## src/rtl/uart_gpio_pkg.sv

```systemverilog
package uart_gpio_pkg;
  localparam int NPIN   = 4;
  localparam int CODE_W = 2;
  localparam int REG_W  = NPIN * CODE_W;
  localparam int ADDR_W = 2;

  typedef enum logic [ADDR_W-1:0] {
    ADDR_SEL  = 2'd0,
    ADDR_CTL  = 2'd1,
    ADDR_STAT = 2'd2,
    ADDR_NONE = 2'd3
  } addr_e;

  typedef enum logic [CODE_W-1:0] {
    CODE_IN   = 2'b00,
    CODE_REG  = 2'b01,
    CODE_ALTA = 2'b10,
    CODE_ALTB = 2'b11
  } code_e;
endpackage

```

## src/rtl/gpio_sync.sv

```systemverilog
module gpio_sync #(
  parameter int W      = 4,
  parameter int STAGES = 2
) (
  input  logic         clk,
  input  logic         rst_n,
  input  logic [W-1:0] d,
  output logic [W-1:0] q
);
  logic [W-1:0] chain [STAGES];

  generate
    for (genvar s = 0; s < STAGES; s++) begin : g_stage
      always_ff @(posedge clk or negedge rst_n) begin
        if (!rst_n) chain[s] <= '0;
        else if (s == 0) chain[s] <= d;
        else chain[s] <= chain[(s > 0) ? s-1 : 0];
      end
    end
  endgenerate

  assign q = chain[STAGES-1];
endmodule

```

## src/rtl/gpio_pin_mux.sv

```systemverilog
module gpio_pin_mux
  import uart_gpio_pkg::*;
#(
  parameter int PIN = 0
) (
  input  logic [CODE_W-1:0] code,
  input  logic              reg_src,
  input  logic              txc1x,
  input  logic              txc16x,
  input  logic              rxc1x,
  input  logic              rxc16x,
  output logic              oe,
  output logic              out
);
  logic alt_a, alt_b, alt_a_ok;

  generate
    if (PIN == 0) begin : g_p0
      assign alt_a = txc1x;  assign alt_b = txc16x; assign alt_a_ok = 1'b1;
    end else if (PIN == 1) begin : g_p1
      assign alt_a = 1'b0;   assign alt_b = rxc1x;  assign alt_a_ok = 1'b0;
    end else if (PIN == 2) begin : g_p2
      assign alt_a = rxc1x;  assign alt_b = rxc16x; assign alt_a_ok = 1'b1;
    end else begin : g_p3
      assign alt_a = txc16x; assign alt_b = txc1x;  assign alt_a_ok = 1'b1;
    end
  endgenerate

  always_comb begin
    oe  = 1'b0;
    out = 1'b0;
    case (code_e'(code))
      CODE_REG:  begin oe = 1'b1;     out = reg_src; end
      CODE_ALTA: begin oe = alt_a_ok; out = alt_a_ok & alt_a; end
      CODE_ALTB: begin oe = 1'b1;     out = alt_b; end
      default:   begin oe = 1'b0;     out = 1'b0; end
    endcase
  end
endmodule

```

## src/rtl/gpio_change_det.sv

```systemverilog
module gpio_change_det #(
  parameter int W = 4
) (
  input  logic         clk,
  input  logic         rst_n,
  input  logic [W-1:0] lvl,
  input  logic [W-1:0] mask,
  input  logic         clr,
  output logic [W-1:0] flags,
  output logic [W-1:0] edge_pulse
);
  logic [W-1:0] prev;

  assign edge_pulse = lvl ^ prev;

  always_ff @(posedge clk or negedge rst_n) begin
    if (!rst_n) begin
      prev  <= '0;
      flags <= '0;
    end else begin
      prev  <= lvl;
      flags <= ((clr ? '0 : flags) | edge_pulse) & mask;
    end
  end
endmodule

```

## src/rtl/uart_gpio_port.sv

```systemverilog
module uart_gpio_port
  import uart_gpio_pkg::*;
#(
  parameter int SYNC_STAGES = 2
) (
  input  logic              clk,
  input  logic              rst_n,
  input  logic              wr_en,
  input  logic [ADDR_W-1:0] wr_addr,
  input  logic [REG_W-1:0]  wr_data,
  input  logic              rd_en,
  input  logic [ADDR_W-1:0] rd_addr,
  output logic [REG_W-1:0]  rd_data,
  input  logic [NPIN-1:0]   pad_in,
  output logic [NPIN-1:0]   pad_out,
  output logic [NPIN-1:0]   pad_oe,
  input  logic              txc1x,
  input  logic              txc16x,
  input  logic              rxc1x,
  input  logic              rxc16x,
  input  logic              rts_n,
  input  logic              eot_n,
  input  logic              mode_rts_en,
  input  logic              mode_eot_en,
  output logic              cts_n,
  output logic              ext_rxc,
  output logic              ext_txc,
  output logic              irq
);
  logic [REG_W-1:0] sel_q, ctl_q;
  logic [NPIN-1:0]  lvl, flags, edge_pulse, ien, obit, reg_src;
  logic             pin2_reg_mode;

  always_ff @(posedge clk or negedge rst_n) begin
    if (!rst_n) begin
      sel_q <= '0;
      ctl_q <= '0;
    end else if (wr_en) begin
      if (wr_addr == ADDR_SEL) sel_q <= wr_data;
      if (wr_addr == ADDR_CTL) ctl_q <= wr_data;
    end
  end

  assign ien  = ctl_q[REG_W-1:NPIN];
  assign obit = ctl_q[NPIN-1:0];
  assign pin2_reg_mode = (sel_q[5:4] == CODE_REG);

  always_comb begin
    reg_src = ~obit;
    if (mode_rts_en)      reg_src[2] = rts_n;
    else if (mode_eot_en) reg_src[2] = eot_n;
    if (mode_rts_en && !pin2_reg_mode) reg_src[1] = rts_n;
  end

  generate
    for (genvar i = 0; i < NPIN; i++) begin : g_pin
      gpio_pin_mux #(.PIN(i)) u_mux (
        .code    (sel_q[CODE_W*i +: CODE_W]),
        .reg_src (reg_src[i]),
        .txc1x   (txc1x),
        .txc16x  (txc16x),
        .rxc1x   (rxc1x),
        .rxc16x  (rxc16x),
        .oe      (pad_oe[i]),
        .out     (pad_out[i])
      );
    end
  endgenerate

  gpio_sync #(.W(NPIN), .STAGES(SYNC_STAGES)) u_sync (
    .clk (clk), .rst_n (rst_n), .d (pad_in), .q (lvl)
  );

  gpio_change_det #(.W(NPIN)) u_det (
    .clk        (clk),
    .rst_n      (rst_n),
    .lvl        (lvl),
    .mask       (ien & ~pad_oe),
    .clr        (rd_en && (rd_addr == ADDR_STAT)),
    .flags      (flags),
    .edge_pulse (edge_pulse)
  );

  always_ff @(posedge clk or negedge rst_n) begin
    if (!rst_n) rd_data <= '0;
    else if (rd_en) begin
      case (addr_e'(rd_addr))
        ADDR_SEL:  rd_data <= sel_q;
        ADDR_CTL:  rd_data <= ctl_q;
        ADDR_STAT: rd_data <= {flags, lvl};
        default:   rd_data <= '0;
      endcase
    end
  end

  assign irq     = |flags;
  assign cts_n   = lvl[0];
  assign ext_rxc = lvl[2];
  assign ext_txc = lvl[3];
endmodule

```

## config.mk

```make
export PLATFORM = sky130hd
export DESIGN_NAME = uart_gpio_port
export DESIGN_NICKNAME = d
export VERILOG_FILES = /design/src/rtl/uart_gpio_pkg.sv /design/src/rtl/gpio_sync.sv /design/src/rtl/gpio_pin_mux.sv /design/src/rtl/gpio_change_det.sv /design/src/rtl/uart_gpio_port.sv
export SDC_FILE = /design/constraint.sdc
export NUM_CORES = 1
export LEC_CHECK = 0
export CAP_MARGIN = 30
export CORE_UTILIZATION = 30
export DETAILED_ROUTE_END_ITERATION = 8
export PLACE_DENSITY = 0.65
export SYNTH_ARGS = -nofsm -noshare
export SYNTH_HDL_FRONTEND = slang
export SYNTH_SLANG_ARGS = --single-unit
```

## constraint.sdc

```tcl
create_clock -name clk -period 1.4 [get_ports clk]
set_input_delay 0.28 -clock clk [delete_from_list [all_inputs] [get_ports clk]]
set_output_delay 0.28 -clock clk [all_outputs]
set_load 0.005 [all_outputs]
```

==> impl_metrics.ini, run 1 <==
[status]
status = finished, violations left
violations = setup timing

[cts]
root_buffer = clkbuf_8
htree_num_levels = 2
cts_buffer_depth = 2
clk_latency_ns = 0.29
clock_sinks = 40
clk_pin_slew_ns = 0.08
cts_made_buffers = 5
cts_tree = yes

[timing]
setup_violations = 7
period_needed_ns = 1.65
hold_viol = 0
fin_ws_ns = -0.248
fin_skew_ns = 0.00834
clock.fmax_ghz = 0.607
timing.slew.headroom_pct = 82.4
rsz0062_at_grt = true
fin_crit_sh_pct = 118
worstMarginPinSlew_ns = 0.263
drv_slew = 0

[routing]
post_drt_wl_per_cell_um = 13.1
vias = 1336
first_pass_iters = 4
drt-total-wl_um = 3950
route.detailed.drc = 0
avgViaCountPerCell = 4.42
drt_iter0_markers = 65
ant_nets = 0

[worst_setup_path]
critPathMaxFanout = 2
cpPeakStageDelay_ns = 0.55
slowest_stage = or4_4
worst_ep_arrival_time_ns = 1.37
cp-end-kind = primary output
crit_family = simple AND/OR/NAND/NOR gates
crit_chain = or4_4, buf_6
cp-start-kind = register
path_class = reg -> out
crit_buf_inv = 1
crit_required_ns = 1.12

[global_routing]
grt_usage_pct = 13.8
antenna_found_initial = 0
busiest_layer = met2
grt_overflow_total = 0
grt_pass1_vias = 1333
met1_usage_pct = 18.0
gr-usage-met3_pct = 4.14
grt_max_degree = 41
grtUsageMet2_pct = 21.6
grt_pass1_wl_um = 6430

[final_layout]
drive_above_1_share_pct = 39.1
areaGrowthSynthToFinish_pct = 54.0
nFillCells = 546
regArea_mm2 = 0.00100
layout.nets = 257
antenna_cells = 0
multi_input_area_um2 = 727

[floorplanning]
coreArea_mm2 = 0.00561
io_pins = 48
die_y_um = 79.0
die_x_um = 79.0
dieArea_mm2 = 0.00624
row_count = 27
start_util_pct = 31.7

[yosys]
synth_area_leaders = dfrtp_1 (56%), mux2_2 (11%), mux2i_1 (4.5%), buf_4 (3.8%), a21oi_1 (3.1%)
synth_area_mm2 = 0.00178
ys_seq_area_share_pct = 56.3
ys_seq_elements = 40
yosys.area.top_type = dfrtp_1
syn_nets = 173
syn-mean-instance-area_um2 = 12.3
synthSimpleGateAreaFrac_pct = 11.3
yosysWarnings = 0
synthXorXnorAreaFrac_pct = 1.97
async_reset_ff_share_pct = 100
synth_edf_count = 0
muxShareOfSynthArea_pct = 15.9
synth_top_family_by_area = multiplexers
synth_adder_area_share_pct = 0
yosysMostFrequentCell = dfrtp_1
synth-main-ff-cell = dfrtp_1
synth_cells = 145
synth_top_cell_area_share_pct = 56.3
synthTopCellsByCount = dfrtp_1 (40), mux2_2 (18), a21oi_1 (11)
synth_compound_gate_area_share_pct = 9.22
synth.distinct_cells = 28

[place]
gp_congestion = 0.745
place_ws_ns = -0.530
port_buffers = 47
dpl.hpwl_um = 2790

[power]
leakage_uw = 0.00125
power_density_mw_per_mm2 = 1160
p_sw_share_pct = 26.2
p_switching_uw = 836
seq_power_share_pct = 44.0
ir_worst_vdd_mv = 0.502
comb_power_share_pct = 31.2
internal_power_uw = 2350
clockPowerShare_pct = 24.7
finalPower_uw = 3190

[run]
drv_cap = 0

[min_path]
hp-class = reg -> reg
layer usage:
layer / vias up / wire, µm / part of all wire [%]
met1: 619 / 1810 / 46
met4: 0 / 53 / 1.3
met3: 7 / 205 / 5.2
met2: 37 / 1880 / 48
li1: 673 / - / -
met5: - / 0 / 0
placed cells by master, fill, tap and decap left out, types with 3 or more instances in the layout:
master	Yosys	layout
buf_12	0	3
a2bb2oi_1	6	6
dlygate4sd2_1	0	12
clkdlybuf4s50_1	0	26
xor2_1	4	4
mux2_2	18	18
or2_4	0	3
buf_2	3	6
clkbuf_8	0	6
buf_6	0	9
a31oi_1	3	3
dfrtp_1	40	40
mux2i_1	8	8
nand2_1	5	3
a21oi_1	11	10
buf_4	9	34
nor3b_1	4	4
nor2_1	9	9
power by group through the flow:
stage          registers, µW  logic (µW)  clock network [µW]
3_5_place_dp            1430         863                   0
6_report                1400         995                 788
5_1_grt                 1420        1080                 877
2_1_floorplan           1420         397                   0
4_1_cts                 1400         944                 814
3_3_place_gp            1430         857                   0
worst reg2reg max path: stages (launching register included):
cell and delay (ns):
dfrtp_1 0.39, buf_6 0.13, buf_4 0.12, mux2i_1 0.17, a2bb2oi_1 0.20, a21oi_1 0.09
cell type report:
type	count	share of cell area, %
clock inverter	1	0.274
inverter	1	0.137
clock buffer	7	3.15
timing repair buffer	91	30.0
multi-input combinational	90	26.6
tap	72	3.29
sequential	40	36.6
state kept, by name (all words and copies together) (netlist names):
| name | cells |
|---|---|
| ctl_q | 8 |
| rd_data | 8 |
| sel_q | 8 |
| u_det.flags | 4 |
| u_det.prev | 4 |
| u_sync.chain | 4 |
| u_sync.q | 4 |
through the flow:
step / TNS [ns] / cell area, µm² / util [%] / cells / hold WS [ns]
after global routing: -1.47 / 2740 / 48.8 / 302 / 0.359
after global placement: -7.22 / 2480 / 44.3 / 277 / 0.271
after floorplan: 0 / 1780 / - / 145 / -0.0156
final: -1.06 / 2740 / 48.8 / 302 / 0.351
after CTS: -1.07 / 2690 / 47.9 / 299 / 0.353
after detailed placement: -7.41 / 2480 / 44.3 / 277 / 0.265
final timing paths:
kind | depth (start not counted) | from | slack, ns | endpoint
max | 2 | u_det.flags[0] | -0.25 | irq
min | 0 | u_sync.chain[5] | 0.35 | u_sync.q[1]
max reg2reg | 5 | sel_q[1] | 0.17 | rd_data[1]
min reg2reg | 0 | u_sync.chain[5] | 0.35 | u_sync.q[1]
max in group asynchronous | 3 | rst_n | 0.72 | sel_q[0]
min in group asynchronous | 3 | rst_n | 0.48 | rd_data[6]
cell families (layout without fill, tap and decap cells):
logic type	count (synthesis)	after routing
DFF	40	40
and+or+nand+nor	34	34
AOI/OAI and AO/OA	26	26
muxes	26	26
buffers and inverters	15	100
xor gates and xnor gates	4	4
what timing repair did:
| item | in CTS | in global routing |
|---|---|---|
| resized for setup | 57 | 9 |
| setup endpoints to repair | 20 | 8 |
| hold buffers | 1 | 0 |
| endpoints found under the hold margin | 40 | 0 |
| buffers inserted | 13 | 3 |
| pin swaps | 8 | 1 |
Power figures use the tool's default switching activity.
==> inputs of run 2 (changes only) <==
--- a/config.mk
+++ b/config.mk
@@ -6,9 +6,11 @@
 export NUM_CORES = 1
 export LEC_CHECK = 0
 export CAP_MARGIN = 30
+export CORE_MARGIN = 3
 export CORE_UTILIZATION = 30
 export DETAILED_ROUTE_END_ITERATION = 8
 export PLACE_DENSITY = 0.65
+export SLEW_MARGIN = 20
 export SYNTH_ARGS = -nofsm -noshare
 export SYNTH_HDL_FRONTEND = slang
 export SYNTH_SLANG_ARGS = --single-unit
==> impl_metrics.ini, run 2 (same netlist as run 1, synthesis figures left out) <==
[status]
violations = setup timing
status = finished, violations left

[worst_setup_path]
cp-end-kind = primary output
cpPeakStageDelay_ns = 0.55
rrSetupSlack_ns = 0.11
crit_required_ns = 1.12
slowest_stage = or4_4
crit_buf_inv = 1
timing.rr.start = sel_q[4]
crit_chain = or4_4, buf_6
crit_path_start = u_det.flags[2]
critPathMaxFanout = 2
r2r_end = rd_data[4]
worst_ep_arrival_time_ns = 1.37
path_class = reg -> out
cp-start-kind = register
crit_family = simple AND/OR/NAND/NOR gates
reg2reg_depth = 5

[power]
p_sw_share_pct = 25.6
ir_worst_vdd_mv = 0.551
finalPower_uw = 3300
seq_power_share_pct = 42.6
internal_power_uw = 2460
comb_power_share_pct = 29.0
power_density_mw_per_mm2 = 1210
clockPowerShare_pct = 28.4
leakage_uw = 0.00125
p_switching_uw = 845

[floorplanning]
dieArea_mm2 = 0.00689
die_y_um = 83.0
coreArea_mm2 = 0.00561
row_count = 27
start_util_pct = 31.7
io_pins = 48
die_x_um = 83.0

[routing]
route.detailed.drc = 0
ant_nets = 0
drt-total-wl_um = 4040
first_pass_iters = 4
drt_iter0_markers = 52
post_drt_wl_per_cell_um = 13.5
avgViaCountPerCell = 4.45
vias = 1334

[timing]
drv_slew = 0
setup_violations = 7
period_needed_ns = 1.65
fin_crit_sh_pct = 118
clock.fmax_ghz = 0.606
fin_ws_ns = -0.249
worstMarginPinSlew_ns = 0.264
timing.slew.headroom_pct = 82.3
fin_skew_ns = 0.00367
rsz0062_at_grt = true
hold_viol = 0

[global_routing]
grt_pass1_wl_um = 6620
antenna_found_initial = 0
grt_usage_pct = 12.0
grt_max_degree = 41
grt_overflow_total = 0
grt_pass1_vias = 1380

[final_layout]
largest_registers = ctl_q: 8 flops, rd_data: 8 flops, sel_q: 8 flops
final_common_cell = dfrtp_1
areaGrowthSynthToFinish_pct = 53.4
drive_above_1_share_pct = 38.2
antenna_cells = 0
layout.nets = 255
final_cell_mix = dfrtp_1 (39), buf_4 (34), clkdlybuf4s50_1 (26), mux2_2 (17), dlygate4sd2_1 (12)
fin_util_pct = 48.6

[cts]
cts_made_buffers = 5
cts_tree = yes
clk_latency_ns = 0.29
clock_sinks = 40
cts_buffer_depth = 2
htree_num_levels = 2
clk_pin_slew_ns = 0.08
root_buffer = clkbuf_8

[run]
drv_cap = 0

[min_path]
min_to = u_sync.q[2]
hp-start = u_sync.chain[6]
whs_path_depth = 0
hp-class = reg -> reg

[place]
port_buffers = 47
gp_congestion = 0.776
dpl.hpwl_um = 2960
-- run 2: changes by cell type in the layout (fill, tap and decap cells not counted), sizes merged --
| cell | previous run | this run |
|---|---|---|
| buf | 52 | 50 |
| bufinv | 0 | 1 |
| clkinv | 0 | 1 |
| clkbuf | 7 | 5 |
-- run 2: final cells by class --
type	count	area, µm²
Inverter	1	3.75
Multi-Input combinational cell	90	721
Fill cell	536	2880
Timing Repair Buffer	89	800
Clock inverter	3	42.5
Clock buffer	5	68.8
Tap cell	72	90.1
Sequential cell	40	1000
-- run 2: through the flow --
step / instances / instance area [µm²] / setup TNS [ns] / setup slack, ns / hold slack (ns)
detailed placement: 276 / 2480 / -7.13 / -0.516 / 0.268
global route: 300 / 2730 / -1.36 / -0.274 / 0.358
CTS: 299 / 2710 / -0.990 / -0.245 / 0.355
finish: 300 / 2730 / -1.01 / -0.249 / 0.352
global placement: 276 / 2480 / -7.01 / -0.504 / 0.271
floorplan: 145 / 1780 / 0 / 0.175 / -0.0156
-- run 2: power groups by stage --
stage	Clock [µW]	Sequential (µW)	Combinational [µW]
after global placement	0	1430	846
after floorplan	0	1420	397
after CTS	975	1410	943
after detailed placement	0	1440	850
after global routing	1010	1430	1040
final	938	1410	956
-- run 2: worst max path at each step --
stage,endpoint,cells after the start
after floorplan,pad_out[3],4
after global placement,pad_out[2],4
after global routing,irq,2
after detailed placement,pad_out[2],4
final,irq,2
after CTS,irq,2
-- run 2: timing repair --
action	CTS	global route
hold buffers	1	0
gates resized for setup	61	2
pin swaps	9	1
setup buffers	15	1
setup endpoints to repair	20	7
hold endpoints to repair	40	0
-- run 2: layer usage --
layer | track usage (%) | wire length [µm] | up-vias
met5 | 0 | 0 | -
met4 | 3.86 | 34 | 0
met3 | 3.57 | 188 | 4
met2 | 19.0 | 1960 | 33
met1 | 15.8 | 1860 | 630
li1 | - | - | 667
==> inputs of run 3 (changes only) <==
--- a/config.mk
+++ b/config.mk
@@ -9,6 +9,7 @@
 export CORE_MARGIN = 3
 export CORE_UTILIZATION = 30
 export DETAILED_ROUTE_END_ITERATION = 8
+export MAX_ROUTING_LAYER = met4
 export PLACE_DENSITY = 0.65
 export SLEW_MARGIN = 20
 export SYNTH_ARGS = -nofsm -noshare
==> impl_metrics.ini, run 3 (same netlist as run 1, synthesis figures left out) <==
[cts]
clk_latency_ns = 0.29
cts_buffer_depth = 2
cts_tree = yes
htree_num_levels = 2
clk_pin_slew_ns = 0.08
clock_sinks = 40
root_buffer = clkbuf_8
cts_made_buffers = 5

[worst_setup_path]
cpPeakStageDelay_ns = 0.55
slowest_stage = or4_4
cp-start-kind = register
crit_family = simple AND/OR/NAND/NOR gates
cp-end-kind = primary output
timing.rr.start = sel_q[4]
crit_chain = or4_4, buf_6
crit_buf_inv = 1
path_class = reg -> out
worst_ep_arrival_time_ns = 1.37
critPathMaxFanout = 2
crit_required_ns = 1.12
crit_path_start = u_det.flags[2]

[global_routing]
grt_max_degree = 41
grt_usage_pct = 12.4
grt_overflow_total = 0
antenna_found_initial = 0
grt_pass1_wl_um = 6620
grt_pass1_vias = 1380

[final_layout]
largest_registers = ctl_q: 8 flops, rd_data: 8 flops, sel_q: 8 flops
fin_util_pct = 48.6
design_area_mm2 = 0.00273
final_common_cell = dfrtp_1
antenna_cells = 0
layout.nets = 255
areaGrowthSynthToFinish_pct = 53.4
final_cell_mix = dfrtp_1 (39), buf_4 (34), clkdlybuf4s50_1 (26), mux2_2 (17), dlygate4sd2_1 (12)
drive_above_1_share_pct = 38.2

[run]
drv_cap = 0

[floorplanning]
die_x_um = 83.0
start_util_pct = 31.7
row_count = 27
coreArea_mm2 = 0.00561
io_pins = 48
die_y_um = 83.0
dieArea_mm2 = 0.00689

[timing]
period_needed_ns = 1.65
clock.fmax_ghz = 0.606
setup_violations = 7
fin_skew_ns = 0.00367
worstMarginPinSlew_ns = 0.264
timing.slew.headroom_pct = 82.3
rsz0062_at_grt = true
fin_ws_ns = -0.249
fin_tns_setup_ns = -1.01
drv_slew = 0
hold_viol = 0
fin_crit_sh_pct = 118

[place]
port_buffers = 47
dpl-instance-area_mm2 = 0.00248
gp_congestion = 0.787
dpl.hpwl_um = 2960

[routing]
route.detailed.drc = 0
drt_iter0_markers = 52
avgViaCountPerCell = 4.45
first_pass_iters = 4
drt-total-wl_um = 4040
post_drt_wl_per_cell_um = 13.5
ant_nets = 0
vias = 1334

[power]
seq_power_share_pct = 42.6
clockPowerShare_pct = 28.4
internal_power_uw = 2460
ir_worst_vdd_mv = 0.551
p_sw_share_pct = 25.6
p_switching_uw = 845
leakage_uw = 0.00125
power_density_mw_per_mm2 = 1210
comb_power_share_pct = 29.0

[status]
status = finished, violations left
violations = setup timing

[min_path]
hp-class = reg -> reg
hp-start = u_sync.chain[6]
==> run 3: cell counts in the layout (fill, tap and decap cells not counted) <==
No cell type changed its count.
==> run 3: layer usage <==
metal	GRT usage [%]	up-vias	wire length, µm
li1	-	667	-
met5	-	-	0
met3	3.57	4	188
met4	3.86	0	34
met2	19.0	33	1960
met1	15.8	630	1860
==> run 3: stage by stage <==
step	setup WS [ns]	hold WS [ns]	cells	total power (µW)
4_1_cts	-0.245	0.355	299	3320
3_5_place_dp	-0.516	0.268	276	2290
3_3_place_gp	-0.504	0.271	276	2280
5_1_grt	-0.274	0.358	300	3480
2_1_floorplan	0.175	-0.0156	145	1820
6_report	-0.249	0.352	300	3300
==> run 3: layout make-up <==
cell class,instances,area [µm²]
multi-input combinational,90,721
clock buffer,5,68.8
clock inverter,3,42.5
fill,536,2880
tap,72,90.1
sequential,40,1000
timing repair buffer,89,800
inverter,1,3.75
==> run 3: final timing paths <==
| path | end | slack, ns | cells past startpoint |
|---|---|---|---|
| min reg2reg | u_sync.q[2] | 0.35 | 0 |
| min | u_sync.q[2] | 0.35 | 0 |
| max reg2reg | rd_data[4] | 0.11 | 5 |
| min in group asynchronous | u_det.prev[2] | 0.49 | 3 |
| max in group asynchronous | sel_q[4] | 0.71 | 3 |
| max | irq | -0.25 | 2 |
==> run 3: what timing repair did <==
action,in CTS,in global routing
buffers inserted,15,1
setup endpoints to repair,20,7
pin swaps,9,1
hold endpoints to repair,40,0
resized for setup,61,2
hold buffers,1,0
==> run 3: power groups by stage <==
stage | registers (µW) | logic (µW) | clock network [µW]
after floorplan | 1420 | 397 | 0
after global placement | 1430 | 846 | 0
after detailed placement | 1440 | 850 | 0
after CTS | 1410 | 943 | 975
after global routing | 1430 | 1040 | 1010
final | 1410 | 956 | 938
